==> src/rtl/hb_seq_pkg.sv <==
package hb_seq_pkg;

   typedef enum logic {
      ROT_SYNC2  = 1'b0,
      ROT_ASYNC4 = 1'b1
   } rot_mode_e;

   localparam int unsigned GATES_PER_BRIDGE = 4;

endpackage

==> src/rtl/hb_seq_counter.sv <==
module hb_seq_counter
   import hb_seq_pkg::*;
#(
   parameter int unsigned SHORT_LEN = 2,
   parameter int unsigned LONG_LEN  = 4,
   parameter int unsigned IDX_W     = $clog2(LONG_LEN)
) (
   input  logic             clk,
   input  logic             rst_n,
   input  logic             enable,
   input  logic             period_start,
   input  logic             dir_fwd,
   input  rot_mode_e        mode,
   output logic             running,
   output logic [IDX_W-1:0] idx,
   output logic             dir_q,
   output rot_mode_e        mode_q
);

   localparam logic [IDX_W-1:0] SHORT_LAST = IDX_W'(SHORT_LEN - 1);
   localparam logic [IDX_W-1:0] LONG_LAST  = IDX_W'(LONG_LEN - 1);

   logic             restart;
   logic [IDX_W-1:0] last_idx;
   logic [IDX_W-1:0] idx_next;

   assign restart  = (dir_fwd != dir_q) || (mode != mode_q);
   assign last_idx = (mode_q == ROT_ASYNC4) ? LONG_LAST : SHORT_LAST;
   assign idx_next = (idx == last_idx) ? '0 : idx + 1'b1;

   always_ff @(posedge clk or negedge rst_n) begin
      if (!rst_n) begin
         running <= 1'b0;
         idx     <= '0;
         dir_q   <= 1'b0;
         mode_q  <= ROT_SYNC2;
      end else begin
         dir_q  <= dir_fwd;
         mode_q <= mode;
         if (!enable) begin
            running <= 1'b0;
            idx     <= '0;
         end else if (restart) begin
            idx <= '0;
         end else if (period_start) begin
            if (!running) begin
               running <= 1'b1;
               idx     <= '0;
            end else begin
               idx <= idx_next;
            end
         end
      end
   end

endmodule

==> src/rtl/hb_seq_pattern.sv <==
module hb_seq_pattern
   import hb_seq_pkg::*;
#(
   parameter int unsigned IDX_W = 2
) (
   input  logic                        pwm_on,
   input  rot_mode_e                   mode_q,
   input  logic [IDX_W-1:0]            idx,
   output logic [GATES_PER_BRIDGE-1:0] fwd_gate
);

   // bit order: [0]=a-high, [1]=a-low, [2]=b-high, [3]=b-low
   always_comb begin
      if (pwm_on) begin
         fwd_gate = 4'b1001;
      end else if (mode_q == ROT_SYNC2) begin
         fwd_gate = idx[0] ? 4'b1010 : 4'b0101;
      end else begin
         unique case (idx[1:0])
            2'd0:    fwd_gate = 4'b0001;
            2'd1:    fwd_gate = 4'b0100;
            2'd2:    fwd_gate = 4'b1000;
            default: fwd_gate = 4'b0010;
         endcase
      end
   end

endmodule

==> src/rtl/hb_seq_orient.sv <==
module hb_seq_orient
   import hb_seq_pkg::*;
(
   input  logic                        dir_q,
   input  logic [GATES_PER_BRIDGE-1:0] fwd_gate,
   output logic [GATES_PER_BRIDGE-1:0] gate_o
);

   localparam int unsigned HALVES = GATES_PER_BRIDGE / 2;

   for (genvar h = 0; h < HALVES; h++) begin : g_half
      for (genvar s = 0; s < 2; s++) begin : g_side
         localparam int unsigned OWN  = 2 * h + s;
         localparam int unsigned PEER = 2 * (HALVES - 1 - h) + s;
         assign gate_o[OWN] = dir_q ? fwd_gate[OWN] : fwd_gate[PEER];
      end
   end

endmodule

==> src/rtl/hb_heat_seq.sv <==
module hb_heat_seq
   import hb_seq_pkg::*;
#(
   parameter int unsigned SHORT_LEN = 2,
   parameter int unsigned LONG_LEN  = 4,
   parameter int unsigned GATE_W    = 4,
   localparam int unsigned IDX_W    = $clog2(LONG_LEN)
) (
   input  logic              clk,
   input  logic              rst_n,
   input  logic              enable,
   input  logic              pwr_down,
   input  logic              period_start,
   input  logic              pwm_on,
   input  logic              dir_fwd,
   input  logic              mode_sel,
   output logic [GATE_W-1:0] gate
);

   if (SHORT_LEN != 2) begin : g_bad_short
      $error("hb_heat_seq: SHORT_LEN must be 2");
   end
   if (LONG_LEN != 4) begin : g_bad_long
      $error("hb_heat_seq: LONG_LEN must be 4");
   end
   if (GATE_W != GATES_PER_BRIDGE) begin : g_bad_width
      $error("hb_heat_seq: GATE_W must be 4");
   end

   logic             run_w;
   logic [IDX_W-1:0] idx_w;
   logic             dir_q_w;
   rot_mode_e        mode_q_w;
   rot_mode_e        mode_in;
   logic [GATES_PER_BRIDGE-1:0] fwd_w;
   logic [GATES_PER_BRIDGE-1:0] oriented_w;

   assign mode_in = rot_mode_e'(mode_sel);

   hb_seq_counter #(
      .SHORT_LEN (SHORT_LEN),
      .LONG_LEN  (LONG_LEN),
      .IDX_W     (IDX_W)
   ) u_cnt (
      .clk          (clk),
      .rst_n        (rst_n),
      .enable       (enable),
      .period_start (period_start),
      .dir_fwd      (dir_fwd),
      .mode         (mode_in),
      .running      (run_w),
      .idx          (idx_w),
      .dir_q        (dir_q_w),
      .mode_q       (mode_q_w)
   );

   hb_seq_pattern #(
      .IDX_W (IDX_W)
   ) u_pat (
      .pwm_on   (pwm_on),
      .mode_q   (mode_q_w),
      .idx      (idx_w),
      .fwd_gate (fwd_w)
   );

   hb_seq_orient u_ori (
      .dir_q    (dir_q_w),
      .fwd_gate (fwd_w),
      .gate_o   (oriented_w)
   );

   assign gate = (enable && !pwr_down && run_w) ? oriented_w : '0;

endmodule

==> config.mk <==
export PLATFORM = sky130hd
export DESIGN_NAME = hb_heat_seq
export DESIGN_NICKNAME = d
export VERILOG_FILES = /design/src/rtl/hb_seq_pkg.sv /design/src/rtl/hb_seq_counter.sv /design/src/rtl/hb_seq_pattern.sv /design/src/rtl/hb_seq_orient.sv /design/src/rtl/hb_heat_seq.sv
export SDC_FILE = /design/constraint.sdc
export NUM_CORES = 1
export LEC_CHECK = 0
export BUFFER_PORTS_ARGS = -buffer_cell sky130_fd_sc_hd__buf_4
export CAP_MARGIN = 15
export CORE_MARGIN = 2
export CORE_UTILIZATION = 27
export DETAILED_ROUTE_END_ITERATION = 6
export SKIP_LAST_GASP = 1
export SYNTH_ARGS = -nofsm -noshare
export SYNTH_HDL_FRONTEND = slang
export SYNTH_SLANG_ARGS = --single-unit
==> constraint.sdc <==
create_clock -name clk -period 1.4 [get_ports clk]
set_clock_uncertainty 0.15 [all_clocks]
set_input_delay 0.07 -clock clk [delete_from_list [all_inputs] [get_ports clk]]
set_output_delay 0.07 -clock clk [all_outputs]
set_load 0.05 [all_outputs]
==> flow_summary.yaml, run 1 <==
route:
  wl_per_cell_um: 13.7
  number_of_drc_markers_in_iteration_0: 0
  drt.antenna.violating_nets: 0
  wl_mm: 1.31
  detailedRoute.firstPassIterationCount: 1
  route.vias.total: 466
  detail_route.drc_violations: 0
  drt-vias-per-instance: 4.91
critical_path:
  timing.reg2reg.worst_path_depth: 6
  critical_path.reg2reg.startpoint: "u_cnt.idx[1]"
  crit_path_start: "u_cnt.idx[0]"
  worst_ep_required_time_ns: 1.18
  worstSetupEndpointType: "primary output"
  r2r-end: "u_cnt.idx[1]"
  critPathLaunchType: "flip-flop"
  reg2reg_slack_ns: 0.02
  crit_type: "reg2out"
  worstPathMaxFanout: 5
  critical_path_arrival_ns: 1.56
cells_and_area:
  area.sequential_um2: 128
  core_utilization_of_the_finished_layout_pct: 63.6
  antennaDiodeCount: 0
  fillers: 128
  mostFrequentLayoutCells: "22 x sky130_fd_sc_hd__buf_4, 6 x sky130_fd_sc_hd__buf_6, 5 x sky130_fd_sc_hd__dlygate4sd3_1"
  area_growth_pct: 127
  design.final.nets: 92
  post_layout_nonfiller_instances: 95
  multi_input_area_um2: 458
  layout.cells.most_common: "sky130_fd_sc_hd__buf_4"
  layout-drive-gt1-share_pct: 68.4
cts:
  cts_tree: "done"
  total_cts_buffers: 3
  clk-insertion-delay-late_ns: 0.24
  cts_sinks: 5
  cts.hold.buffers_added: 5
  cts.htree.levels: 1
  clk_pin_slew_ns: 0.04
  ctsLongestPathBuffers: 2
  root_buffer: "sky130_fd_sc_hd__clkbuf_4"
timing:
  worst_slew_pin_slew_ns: 0.384
  timing.final.ws_setup_ns: -0.383
  hold_slack_ns: 0.00831
  final.setup.tns_ns: -1.47
  achievable-frequency_ghz: 0.561
  final_min_period_over_clock_period_pct: 127
  period_needed_ns: 1.78
  finalSetupViolCount: 4
  timing_max_transition_violations_final: 0
  hold_viol_final: 0
  max-slew-margin-rel_pct: 74.4
  rsz0062_at_grt: "yes"
status:
  violations: "setup timing"
  run_status: "complete, but fails checks"
synth:
  ys_ff_latch: 5
  synthesis.area_per_instance_um2: 9.27
  post_synth_inst_count: 44
  synth.net_count: 56
  post_synth_num_cell_types: 23
  synth_seq_area_share_pct: 30.7
  post_synth_instance_area_um2: 408
  synth.yosys.warnings: 0
job:
  max_cap_violations: 0
pwr:
  total_power_mw: 0.493
  peak_vdd_ir_mv: 0.561
  power_per_cell_area_nw_per_um2: 533
  p_leak_nw: 0.356
floorplan:
  core-area_um2: 1450
  initial_utilization_pct: 28.1
  num_rows: 14
  ioPinCount: 12
  die_height_um: 42.9
  die-width_um: 42.9
  fp.dieArea_um2: 1840
placed_design:
  place.detailed.instances: 78
  hpwlAfterDp_um: 777
  port-buffer-count: 11
  place.gp.congestion: 0.707
hold_path:
  hp-start: "enable"
  timing.hold.worst.class: "in2reg"
  number_of_cells_traversed_by_the_worst_hold_path: 3
  hold_end: "u_cnt.idx[1]"
grt:
  groute.usage.overall_pct: 15.5
  grt_first_pass_wirelength_mm: 2.13
  maximum_number_of_pins_on_one_net_before_global_route_repair: 8
  first_global_vias: 477
  number_of_antenna_violations_at_the_first_check_in_global_routing: 0
  globalRoute.totalOverflow: 0
worst max-delay path: stages (launching register included):
cell	delay [ns]
sky130_fd_sc_hd__dfrtp_2	0.47
sky130_fd_sc_hd__inv_4	0.08
sky130_fd_sc_hd__a211o_1	0.34
sky130_fd_sc_hd__a311oi_4	0.23
sky130_fd_sc_hd__buf_6	0.19
layout make-up:
type / instances / share of cell area (%)
Timing Repair Buffer: 33 / 30.6
Tap cell: 16 / 2.17
Clock buffer: 4 / 2.84
Sequential cell: 5 / 13.8
Multi-Input combinational cell: 35 / 49.5
Inverter: 2 / 1.08
metrics by stage:
step,setup WS [ns],cell area (um2)
after global placement,-0.173,634
after global routing,-0.435,925
after detailed placement,-0.234,634
final,-0.383,925
after floorplan,-0.253,480
after CTS,-0.359,876
cell families (layout without fill, tap and decap cells):
group	Yosys count	count (layout)	share of synthesized area (%)
compound gates	14	14	26.1
xor+xnor	2	2	4.30
fa+ha+maj	4	4	12.3
buf+inv	4	39	4.91
flops	5	5	30.7
simple gates	15	15	21.8
per-layer routing:
| metal | global-route usage [%] | share of wire, % | vias to the layer above |
|---|---|---|---|
| li1 | - | - | 233 |
| met1 | 18.7 | 42 | 222 |
| met2 | 26.1 | 54 | 11 |
| met3 | 4.26 | 3.9 | 0 |
| met4 | 5.63 | 0 | 0 |
| met5 | 0 | 0 | - |
where the power goes:
| part | switching, mW | leakage [nW] | internal (mW) | total [mW] |
|---|---|---|---|---|
| Clock | 0.0579 | 0.0150 | 0.108 | 0.166 |
| Combinational | 0.0806 | 0.279 | 0.0863 | 0.167 |
| Sequential | 0.00827 | 0.0619 | 0.152 | 0.160 |
state kept, by name, indices dropped and copies added, names as in the netlist:
name,cells
u_cnt.running,1
u_cnt.mode_q,1
u_cnt.dir_q,1
u_cnt.idx,2
synth_stat cells:
cell type | instances | area, um2
sky130_fd_sc_hd__a211o_1 | 2 | 17.5
sky130_fd_sc_hd__a211oi_1 | 1 | 7.51
sky130_fd_sc_hd__a21oi_1 | 1 | 5.00
sky130_fd_sc_hd__a221oi_1 | 2 | 17.5
sky130_fd_sc_hd__a311oi_1 | 1 | 8.76
sky130_fd_sc_hd__a311oi_2 | 1 | 15.0
sky130_fd_sc_hd__and4_1 | 1 | 8.76
sky130_fd_sc_hd__buf_2 | 1 | 5.00
sky130_fd_sc_hd__buf_4 | 1 | 7.51
sky130_fd_sc_hd__dfrtp_1 | 5 | 125
sky130_fd_sc_hd__ha_1 | 4 | 50.1
sky130_fd_sc_hd__inv_1 | 2 | 7.51
sky130_fd_sc_hd__nand2_1 | 3 | 11.3
sky130_fd_sc_hd__nand2b_1 | 6 | 37.5
sky130_fd_sc_hd__nand3_1 | 1 | 5.00
sky130_fd_sc_hd__nand3b_1 | 1 | 7.51
sky130_fd_sc_hd__nand4_1 | 1 | 6.26
sky130_fd_sc_hd__nor2_2 | 1 | 6.26
sky130_fd_sc_hd__nor2b_1 | 1 | 6.26
sky130_fd_sc_hd__o21ai_0 | 3 | 15.0
sky130_fd_sc_hd__o21ai_1 | 1 | 5.00
sky130_fd_sc_hd__o31ai_1 | 2 | 15.0
sky130_fd_sc_hd__xnor2_1 | 2 | 17.5
how the worst max path moves through the flow:
stage | to | cells after the start
floorplan | gate[0] | 4
global placement | gate[2] | 6
detailed placement | gate[2] | 5
CTS | gate[0] | 3
global route | gate[0] | 4
finish | gate[3] | 4
repair_timing:
| item | 4_1_cts | 5_1_grt |
|---|---|---|
| resized for setup | 27 | 6 |
| setup endpoints to repair | 5 | 6 |
| pin swaps | 7 | 3 |
| setup buffers | 6 | 2 |
| hold endpoints to repair | 10 | 1 |
Note: power is estimated with default switching activity, not from simulation.
==> run 2: changes to the inputs <==
--- a/config.mk
+++ b/config.mk
@@ -5,6 +5,7 @@
 export SDC_FILE = /design/constraint.sdc
 export NUM_CORES = 1
 export LEC_CHECK = 0
+export ABC_AREA = 1
 export BUFFER_PORTS_ARGS = -buffer_cell sky130_fd_sc_hd__buf_4
 export CAP_MARGIN = 15
 export CORE_MARGIN = 2
==> flow_summary.yaml, run 2 <==
critical_path:
  worst_ep_required_time_ns: 1.18
  worstPathMaxFanout: 4
  worst_path_slowest_cell: "sky130_fd_sc_hd__dfrtp_1"
  critical_path_max_stage_delay_ns: 0.40
  cp_cell_sequence: "inv_2 > ha_2 > nand2_1 > nand3_2 > o21ai_2 > nor2_4 > buf_6"
  critical_path_arrival_ns: 1.46
  critPathLaunchType: "flip-flop"
  crit_type: "reg2out"
  worstSetupEndpointType: "primary output"
floorplan:
  ioPinCount: 12
  num_rows: 14
  core-area_um2: 1510
  die-width_um: 44.1
  initial_utilization_pct: 28.8
  die_height_um: 44.1
  fp.dieArea_um2: 1940
timing:
  finalSetupViolCount: 4
  achievable-frequency_ghz: 0.596
  rsz0062_at_grt: "yes"
  final_min_period_over_clock_period_pct: 120
  hold_viol_final: 0
  max-slew-margin-rel_pct: 84.7
  timing_max_transition_violations_final: 0
  period_needed_ns: 1.68
  timing.final.ws_setup_ns: -0.278
  worst_slew_pin_slew_ns: 0.229
pwr:
  power.internal_mw: 0.331
  p_leak_nw: 0.400
  power_per_cell_area_nw_per_um2: 550
  gate_power_share_pct: 30.7
  seqPwrFrac_pct: 34.4
  p_clk_share_pct: 34.9
  netSwitchingPower_mw: 0.138
  netSwitchingFraction_pct: 29.4
  peak_vdd_ir_mv: 0.396
synth:
  synth_ff_type: "sky130_fd_sc_hd__dfrtp_1"
  synth_top_area_share_pct: 28.8
  async_reset_ff_share_pct: 100
  post_synth_inst_count: 65
  synth-edff-count: 0
  synth_seq_area_share_pct: 28.8
  post_synth_instance_area_um2: 434
  post-synth-top-count-cell: "sky130_fd_sc_hd__nand2_1"
  synth_area_leaders: "sky130_fd_sc_hd__dfrtp_1 29%, sky130_fd_sc_hd__nand2_1 16%, sky130_fd_sc_hd__ha_1 12%"
  netlist.top_cell.by_area: "sky130_fd_sc_hd__dfrtp_1"
  synth.net_count: 77
  synthesis.area_per_instance_um2: 6.68
  ys_ff_latch: 5
  synth_commonest_cells: "19 x sky130_fd_sc_hd__nand2_1, 10 x sky130_fd_sc_hd__nor2_1, 7 x sky130_fd_sc_hd__inv_1, 5 x sky130_fd_sc_hd__dfrtp_1, 5 x sky130_fd_sc_hd__nand3_1"
  post_synth_num_cell_types: 16
  synth.yosys.warnings: 0
cells_and_area:
  antennaDiodeCount: 0
  core_utilization_of_the_finished_layout_pct: 56.6
  largest_register_ffs: 2
  post_layout_nonfiller_instances: 112
  layout-drive-gt1-share_pct: 55.2
  design.final.nets: 109
  mostFrequentLayoutCells: "17 x sky130_fd_sc_hd__nand2_1, 15 x sky130_fd_sc_hd__buf_4, 9 x sky130_fd_sc_hd__buf_6"
  layout.cells.most_common: "sky130_fd_sc_hd__nand2_1"
  final_design_area_no_fill_um2: 852
  fillers: 136
  area_growth_pct: 96.3
  top_register: "u_cnt.idx"
cts:
  total_cts_buffers: 3
  clk_pin_slew_ns: 0.04
  cts.htree.levels: 1
  clk-insertion-delay-late_ns: 0.24
  root_buffer: "sky130_fd_sc_hd__clkbuf_4"
  ctsLongestPathBuffers: 2
  cts_tree: "done"
  cts_sinks: 5
route:
  drt.antenna.violating_nets: 0
  number_of_drc_markers_in_iteration_0: 4
  drt-vias-per-instance: 4.45
  wl_mm: 1.09
  detail_route.drc_violations: 0
  wl_per_cell_um: 9.77
  detailedRoute.firstPassIterationCount: 4
  route.vias.total: 498
placed_design:
  port-buffer-count: 11
  total_placed_instance_area_um2: 643
  place.gp.congestion: 0.782
  place.detailed.instances: 98
  hpwlAfterDp_um: 797
grt:
  globalRoute.totalOverflow: 0
  groute.usage.overall_pct: 12.9
  number_of_antenna_violations_at_the_first_check_in_global_routing: 0
  first_global_vias: 464
  maximum_number_of_pins_on_one_net_before_global_route_repair: 8
  grt_first_pass_wirelength_mm: 1.87
job:
  max_cap_violations: 0
hold_path:
  timing.hold.worst.class: "in2reg"
status:
  violations: "setup timing"
  run_status: "complete, but fails checks"
[run 2: cell types whose count changed after synthesis, sizes merged, moves of 2 or more]
cell	before	now
nand2b	6	0
nand2	3	20
a311oi	2	0
a211o	2	0
a221oi	2	0
nand3	1	5
nor2	1	10
inv	2	9
o31ai	2	0
[run 2: final cells by class]
type	instances	area (um2)	share of cell area [%]
multi-input cells	50	385	45.2
clock buffers	4	26.3	3.08
well taps	16	20.0	2.35
flip-flops and latches	5	128	15.0
repair buffers	28	254	29.8
inverters	9	38.8	4.55
[run 2: worst max-delay path, delay by kind of cell (launching register included)]
kind / cells / cell delay, ns
DFF: 1 / 0.40
buffers and inverters: 2 / 0.22
and+or+nand+nor: 3 / 0.22
AOI/OAI and AO/OA: 1 / 0.20
adders and majority gates: 1 / 0.18
[run 2: cells by family after synthesis]
logic type,count (synthesis),share of synthesized area [%]
AND/OR/NAND/NOR,36,34.3
buffers and inverters,10,10.4
AO/OA/AOI/OAI,8,10.9
flip-flops,5,28.8
adder cells (fa/ha/maj),4,11.5
XOR/XNOR,2,4.04
[run 2: timing repair]
item,CTS,global route
buffers inserted,11,1
resized for setup,23,7
pin swaps,7,3
hold buffers,4,0
hold endpoints to repair,8,0
setup endpoints to repair,5,7
cloned,0,0
[run 2: through the flow]
stage | hold WS [ns] | setup TNS [ns] | setup WS (ns) | total power, mW
2_1_floorplan | -0.376 | -0.321 | -0.137 | 0.224
3_3_place_gp | -0.273 | -0.414 | -0.151 | 0.264
3_5_place_dp | -0.274 | -0.512 | -0.194 | 0.264
4_1_cts | 0.00612 | -1.28 | -0.308 | 0.475
5_1_grt | 0.0323 | -1.51 | -0.373 | 0.504
6_report | 0.0179 | -1.06 | -0.278 | 0.469
[run 2: layer usage]
layer  share of wire (%)  GRT usage [%]  vias up
li1                    -              -      266
met2                  55           22.4       11
met3                 3.3           1.22        0
met5                   0              0        -
met4                   0           7.27        0
met1                  42           15.6      221
[run 2: final timing paths]
kind                                  to  slack [ns]  cells past startpoint    startpoint
max reg2reg                 u_cnt.idx[1]        0.02                      8  u_cnt.idx[1]
min reg2reg                 u_cnt.idx[0]        0.48                      3  u_cnt.idx[0]
max                              gate[0]       -0.28                      7  u_cnt.idx[1]
min                        u_cnt.running        0.02                      5  period_start
max in group asynchronous   u_cnt.idx[0]        0.95                      2         rst_n
min in group asynchronous   u_cnt.mode_q        0.03                      2         rst_n
[run 2: power by group through the flow]
stage	sequential, mW	combinational, mW	clock [mW]
global placement	0.162	0.103	0
CTS	0.161	0.139	0.175
detailed placement	0.162	0.103	0
finish	0.161	0.144	0.164
floorplan	0.160	0.0634	0
global route	0.163	0.157	0.184
